[config.mk]
export PLATFORM = sky130hd
export DESIGN_NAME = cpl_irq_ctrl
export DESIGN_NICKNAME = d
export VERILOG_FILES = /design/src/rtl/cpl_irq_pkg.sv /design/src/rtl/cpl_chan.sv /design/src/rtl/cpl_mask_reg.sv /design/src/rtl/cpl_irq_out.sv /design/src/rtl/cpl_irq_ctrl.sv
export SDC_FILE = /design/constraint.sdc
export NUM_CORES = 1
export LEC_CHECK = 0
export ABC_AREA = 1
export BUFFER_PORTS_ARGS = -buffer_cell sky130_fd_sc_hd__buf_2
export CAP_MARGIN = 5
export CORE_MARGIN = 4
export CORE_UTILIZATION = 62
export DETAILED_ROUTE_END_ITERATION = 12
export MAX_ROUTING_LAYER = met4
export PLACE_DENSITY = 0.78
export SLEW_MARGIN = 10
export SYNTH_ARGS = -nofsm -noshare
export SYNTH_HDL_FRONTEND = slang
export SYNTH_HIERARCHICAL = 1
export SYNTH_SLANG_ARGS = --single-unit
[constraint.sdc]
create_clock -name clk -period 1.3 [get_ports clk]
set_input_delay 0.13 -clock clk [delete_from_list [all_inputs] [get_ports clk]]
set_output_delay 0.13 -clock clk [all_outputs]
set_load 0.05 [all_outputs]
[src/rtl/cpl_irq_pkg.sv]
package cpl_irq_pkg;
  localparam int unsigned REG_MASK_SET = 0;
  localparam int unsigned REG_MASK_CLR = 1;
  localparam int unsigned REG_RAW      = 2;
  localparam int unsigned REG_MASKED   = 3;
  localparam int unsigned REG_EOI      = 4;
  localparam int unsigned REG_GEN      = 5;
endpackage

[src/rtl/cpl_chan.sv]
// One channel: stored completion pointer and its pending flag.
module cpl_chan #(
  parameter int PW = 32
) (
  input  logic          clk,
  input  logic          rst_n,
  input  logic          dma_we,
  input  logic [PW-1:0] dma_ptr,
  input  logic          host_we,
  input  logic [PW-1:0] host_ptr,
  output logic [PW-1:0] ptr_q,
  output logic          pend_q
);
  always_ff @(posedge clk or negedge rst_n) begin
    if (!rst_n) begin
      ptr_q  <= '0;
      pend_q <= 1'b0;
    end else if (dma_we) begin
      // engine write always wins and always raises the channel
      ptr_q  <= dma_ptr;
      pend_q <= 1'b1;
    end else if (host_we && (host_ptr == ptr_q)) begin
      pend_q <= 1'b0;
    end
  end
endmodule

[src/rtl/cpl_mask_reg.sv]
// Per-channel mask with set/clear ports and the global output enable.
module cpl_mask_reg #(
  parameter int NCH = 8
) (
  input  logic           clk,
  input  logic           rst_n,
  input  logic           set_we,
  input  logic           clr_we,
  input  logic           gen_we,
  input  logic [NCH-1:0] wbits,
  output logic [NCH-1:0] mask_q,
  output logic           en_q
);
  always_ff @(posedge clk or negedge rst_n) begin
    if (!rst_n) begin
      mask_q <= '0;
      en_q   <= 1'b0;
    end else begin
      if (set_we) mask_q <= mask_q | wbits;
      if (clr_we) mask_q <= mask_q & ~wbits;
      if (gen_we) en_q   <= wbits[0];
    end
  end
endmodule

[src/rtl/cpl_irq_out.sv]
// Output line with a one-cycle drop after an end-of-interrupt write.
module cpl_irq_out (
  input  logic clk,
  input  logic rst_n,
  input  logic eoi_we,
  input  logic req,
  output logic irq
);
  logic hold_q;

  always_ff @(posedge clk or negedge rst_n) begin
    if (!rst_n) hold_q <= 1'b0;
    else        hold_q <= eoi_we;
  end

  assign irq = req & ~hold_q;
endmodule

[src/rtl/cpl_irq_ctrl.sv]
module cpl_irq_ctrl #(
  parameter int NCH      = 8,
  parameter int PW       = 32,
  parameter int AW       = 4,
  parameter int EOI_CODE = 2
) (
  input  logic                   clk,
  input  logic                   rst_n,
  input  logic                   dma_wr_en,
  input  logic [$clog2(NCH)-1:0] dma_wr_chan,
  input  logic [PW-1:0]          dma_wr_ptr,
  input  logic                   bus_wr,
  input  logic [AW-1:0]          bus_addr,
  input  logic [PW-1:0]          bus_wdata,
  output logic [PW-1:0]          bus_rdata,
  output logic                   irq_out
);
  import cpl_irq_pkg::*;

  localparam int CHW = $clog2(NCH);

  logic [PW-1:0]  ptr_arr [NCH];
  logic [NCH-1:0] raw_q;
  logic [NCH-1:0] mask_q;
  logic [NCH-1:0] masked;
  logic           en_q;
  logic           is_ptr;
  logic [CHW-1:0] hch;
  logic           host_ptr_we;
  logic           eoi_we;

  // pointer window: the upper address bits read as 1, the low bits pick the channel
  assign is_ptr      = (bus_addr[AW-1:CHW] == (AW-CHW)'(1));
  assign hch         = bus_addr[CHW-1:0];
  assign host_ptr_we = bus_wr && is_ptr;
  assign eoi_we      = bus_wr && (bus_addr == AW'(REG_EOI)) &&
                       (bus_wdata == PW'(EOI_CODE));

  for (genvar g = 0; g < NCH; g++) begin : g_ch
    cpl_chan #(.PW(PW)) u_ch (
      .clk      (clk),
      .rst_n    (rst_n),
      .dma_we   (dma_wr_en && (dma_wr_chan == CHW'(g))),
      .dma_ptr  (dma_wr_ptr),
      .host_we  (host_ptr_we && (hch == CHW'(g))),
      .host_ptr (bus_wdata),
      .ptr_q    (ptr_arr[g]),
      .pend_q   (raw_q[g])
    );
  end

  cpl_mask_reg #(.NCH(NCH)) u_mask (
    .clk    (clk),
    .rst_n  (rst_n),
    .set_we (bus_wr && (bus_addr == AW'(REG_MASK_SET))),
    .clr_we (bus_wr && (bus_addr == AW'(REG_MASK_CLR))),
    .gen_we (bus_wr && (bus_addr == AW'(REG_GEN))),
    .wbits  (bus_wdata[NCH-1:0]),
    .mask_q (mask_q),
    .en_q   (en_q)
  );

  assign masked = raw_q & mask_q;

  cpl_irq_out u_out (
    .clk    (clk),
    .rst_n  (rst_n),
    .eoi_we (eoi_we),
    .req    (en_q && (|masked)),
    .irq    (irq_out)
  );

  always_comb begin
    bus_rdata = '0;
    if (is_ptr) begin
      bus_rdata = ptr_arr[hch];
    end else begin
      case (bus_addr)
        AW'(REG_MASK_SET), AW'(REG_MASK_CLR): bus_rdata = PW'(mask_q);
        AW'(REG_RAW):    bus_rdata = PW'(raw_q);
        AW'(REG_MASKED): bus_rdata = PW'(masked);
        AW'(REG_GEN):    bus_rdata = PW'(en_q);
        default:         bus_rdata = '0;
      endcase
    end
  end
endmodule

==> impl_metrics.yaml, run 1 <==
status:
  status: "aborted with a tool error"
  lastStage: "global routing"
  error: "[ERROR GRT-0232] Routing congestion too high. Check the congestion heatmap in the GUI."
synth:
  synth-edff-count: 0
  ys_seq_area_share_pct: 39.7
  netlist_top_cells_area: "dfrtp_1, nand2_1, inv_1"
  syn_area_um2: 17300
  synth_top_area_share_pct: 39.7
  ys_seq_elements: 274
  synth-main-ff-cell: "dfrtp_1"
  synth_warnings: 6
  yosys.area.top_type: "dfrtp_1"
  synth_cell_type_count: 29
  async_reset_ff_share_pct: 100
  avgSynthCellArea_um2: 6.33
  synthCells: 2728
  synth.net_count: 2803
floorplanning:
  rows: 60
  io_pins: 108
  start_util_pct: 63.5
  die_height_um: 175
  fp.dieW_um: 175
grt:
  antenna_found_initial: 11
  grt_max_degree: 45
  grt_remaining_overflow: 251
  grt.total_usage_pct: 84.2
placement:
  place_area_um2: 20800
  dp_hpwl_um: 47500
  gp_congestion: 1.01
  port_buffers: 107
cts:
  clock-sinks: 274
  root_buffer: "clkbuf_16"
  htreeDepth: 1
  cts_inserted_buffers: 31
  ctsLongestPathBuffers: 3
timing:
  crit_endpoint: "irq_out"
  worst-ep-kind: "output port"
synthesized netlist by cell type (all sizes together), types with 5 or more instances:
library cell / instances
nand2: 1341
inv: 348
dfrtp: 274
nor2: 217
o21ai: 174
nand3: 88
xnor2: 80
buf: 66
nand4: 50
clkbuf: 35
o22ai: 16
xor2: 16
a21boi: 9
a21oi: 6
nor3: 5
through the flow:
step	cells	setup slack, ns
after CTS	3566	-0.587
after floorplan	2728	-0.112
after detailed placement	3391	-0.690
after global placement	3391	-0.653
what timing repair did:
action,CTS
hold buffers,33
endpoints found under the hold margin,530
setup endpoints to repair,41
pin swaps,164
resized for setup,343
buffers inserted,86
cell families after synthesis:
kind of cell	after synthesis	synth area share [%]
and+or+nand+nor	1703	38.8
buffers and inverters	450	10.5
xor gates and xnor gates	96	4.87
DFF	274	39.7
AOI/OAI and AO/OA	205	6.19
metal layers:
metal | overflow | global-route usage (%)
met1 | 13 | 82.2
met2 | 113 | 94.2
met3 | 14 | 74.4
met4 | 111 | 83.7
met5 | - | -
==> run 2: changes to the inputs <==
- CORE_UTILIZATION: 62 -> 40
- MAX_ROUTING_LAYER: met4 -> not set
- PLACE_DENSITY: 0.78 -> not set
- PLACE_DENSITY_LB_ADDON: not set -> 0.15
==> run 2 against run 1 <==
Against the previous run:
- the flow now finishes, with violations (setup timing)
- synthesized cell count is the same
- area after synthesis is the same
==> impl_metrics.yaml, run 2 <==
status:
  status: "finished, violations left"
  violations: "setup timing"
synth:
  synthAdderAreaFrac_pct: 0
  synth_cell_type_count: 29
  synthSimpleGateAreaFrac_pct: 38.8
  synth_compound_area_share_pct: 6.19
  yosysMostFrequentCell: "nand2_1"
  ys_seq_elements: 274
  synth_top_family_by_area: "simple AND/OR/NAND/NOR gates"
  synth_top_area_share_pct: 39.7
  synth_warnings: 6
  ys_seq_area_share_pct: 39.7
  yosys.area.top_type: "dfrtp_1"
  synth_xor_area_share_pct: 4.87
  synth.top_cells.by_count: "nand2_1, inv_1, dfrtp_1"
  synth.net_count: 2803
  synth_mux_area_share_pct: 0
  async_reset_ff_share_pct: 100
  avgSynthCellArea_um2: 6.33
  synth-edff-count: 0
  synth-main-ff-cell: "dfrtp_1"
  synthCells: 2728
  syn_area_um2: 17300
  netlist_top_cells_area: "dfrtp_1, nand2_1, inv_1"
setup_path:
  arrival_ns: 1.67
  crit_path_end_kind: "output port"
  path_class: "reg2out"
  cp-start-kind: "flop"
  cp.required_ns: 1.17
  path_max_fanout: 2
route:
  wl_met2_um: 33800
  routedWlPerCell_um: 19.3
  finalWirelength_um: 73200
  drc: 0
  wl_met3_um: 5550
  m1WireLength_um: 30200
  drtAntennaViolNets: 0
  first_iter_violations: 1852
  via_per_inst: 5.05
  routed.top_layer: "met5"
  vias: 19200
  dr.pass1.iters: 6
power:
  pwr_density_cell_nw_per_um2: 1310
  ir_drop_mv: 0.969
  p_leak_uw: 0.0130
  p_total_uw: 32800
floorplanning:
  io_pins: 108
  die_height_um: 216
  dieArea_um2: 46600
  core_region_area_um2: 42300
  start_util_pct: 40.8
  rows: 75
  fp.dieW_um: 216
grt:
  antenna_found_initial: 2
  grt_max_degree: 72
  grt_remaining_overflow: 0
  grt.total_usage_pct: 30.6
  grt_pass1_wl_um: 110000
  grt_pass1_vias: 18700
final_layout:
  antenna_cells: 0
  seqCellArea_um2: 6860
  fillers: 3967
  instances_no_fill: 3799
  area_growth_pct: 45.0
  largest_register_ffs: 256
  largest-register: "g_ch.u_ch/ptr_q"
  reg_top3: "g_ch.u_ch/ptr_q (256), g_ch.u_ch/pend_q (8)"
  final_common_cell: "nand2_1"
  fin_nets: 3274
  postLayoutCoreUtil_pct: 59.2
  layout-drive-gt1-share_pct: 28.6
  multi_input_area_um2: 10200
  final_cell_mix: "nand2_1, inv_1, buf_4, dfrtp_1, o21ai_0"
timing:
  fmax_mhz: 555
  finalCritPeriodShare_pct: 139
  maxSlewHeadroom_pct: 67.5
  layout_min_cycle_time_ns: 1.80
  rsz0062_at_grt: "true"
  skew_ns: 0.0173
  setup_viol: 41
  setup_slack_ns: -0.502
  setup-tns-final_ns: -14.72
  worst_pin_slew_ns: 0.485
  drv_slew: 0
  final_hold_viol_count: 0
cts:
  root_buffer: "clkbuf_16"
  ctsLongestPathBuffers: 3
  insertion_delay_ns: 0.55
  path_clk_slew_ns: 0.06
  cts_inserted_buffers: 35
  clock-sinks: 274
  htreeDepth: 2
  cts_tree: "yes"
run:
  cap_violations: 0
placement:
  post-place-cells: 3603
  port_buffers: 107
  dp_hpwl_um: 51700
  gp_congestion: 0.980
min_path:
  hold_class: "in2reg"
## run 2: final cells by class
cell class / count / share of cell area [%]
Timing Repair Buffer: 535 / 19.2
Clock buffer: 55 / 4.33
Tap cell: 577 / 2.88
Multi-Input combinational cell: 2004 / 40.8
Sequential cell: 274 / 27.4
Inverter: 349 / 5.34
Clock inverter: 5 / 0.100
## run 2: worst max-delay path, stage by stage (launching register included)
cell      delay, ns
dfrtp_2        0.46
nand2_2        0.07
o21ai_1        0.07
nor2_1         0.06
a21boi_1       0.14
inv_1          0.09
nor2_4         0.08
buf_6          0.15
## run 2: cell families after synthesis
kind of cell / after synthesis
buf+inv: 450
flops: 274
compound gates: 205
xor+xnor: 96
simple gates: 1703
## run 2: metrics by stage
| stage | area (µm²) | hold WS [ns] | setup WS (ns) |
|---|---|---|---|
| final | 25000 | 0.0993 | -0.502 |
| after global routing | 25000 | 0.126 | -0.551 |
| after CTS | 24000 | 0.0747 | -0.526 |
| after detailed placement | 21000 | -0.0261 | -0.604 |
| after global placement | 21000 | -0.0250 | -0.630 |
| after floorplan | 17600 | -0.166 | -0.112 |
## run 2: what timing repair did
| action | 4_1_cts | 5_1_grt |
|---|---|---|
| gates cloned | 1 | 0 |
| endpoints found under the setup margin | 41 | 41 |
| hold endpoints to repair | 530 | 0 |
| buffers inserted | 70 | 41 |
| hold buffers | 35 | 0 |
| resized for setup | 314 | 214 |
| pin swaps | 127 | 168 |
## run 2: path summary, 6_finish.rpt
kind / slack, ns / cells past startpoint / startpoint / end
max: -0.50 / 7 / g_ch[5].u_ch/pend_q$_DFFE_PN0P_ / irq_out
min: 0.1 / 5 / bus_wdata[4] / flop
max reg2reg: -0.21 / 9 / g_ch[4].u_ch/ptr_q[29]$_DFFE_PN0P_ / g_ch[4].u_ch/pend_q$_DFFE_PN0P_
min reg2reg: 0.52 / 2 / g_ch[4].u_ch/ptr_q[10]$_DFFE_PN0P_ / g_ch[4].u_ch/ptr_q[10]$_DFFE_PN0P_
max in group asynchronous: 0.23 / 3 / rst_n / g_ch[0].u_ch/ptr_q[31]$_DFFE_PN0P_
min in group asynchronous: 0.15 / 3 / rst_n / g_ch[4].u_ch/ptr_q[29]$_DFFE_PN0P_
## run 2: power breakdown
group          internal [µW]  switching, µW
Combinational           5100           6560
Sequential             10200           1290
Clock                   5690           3930
## run 2: per-layer routing
metal,global-route usage (%),vias to the layer above
met3,5.74,190
met5,0,-
li1,-,9173
met2,49.2,759
met1,40.2,9062
met4,14.0,2
(Power assumes the default switching activity.)
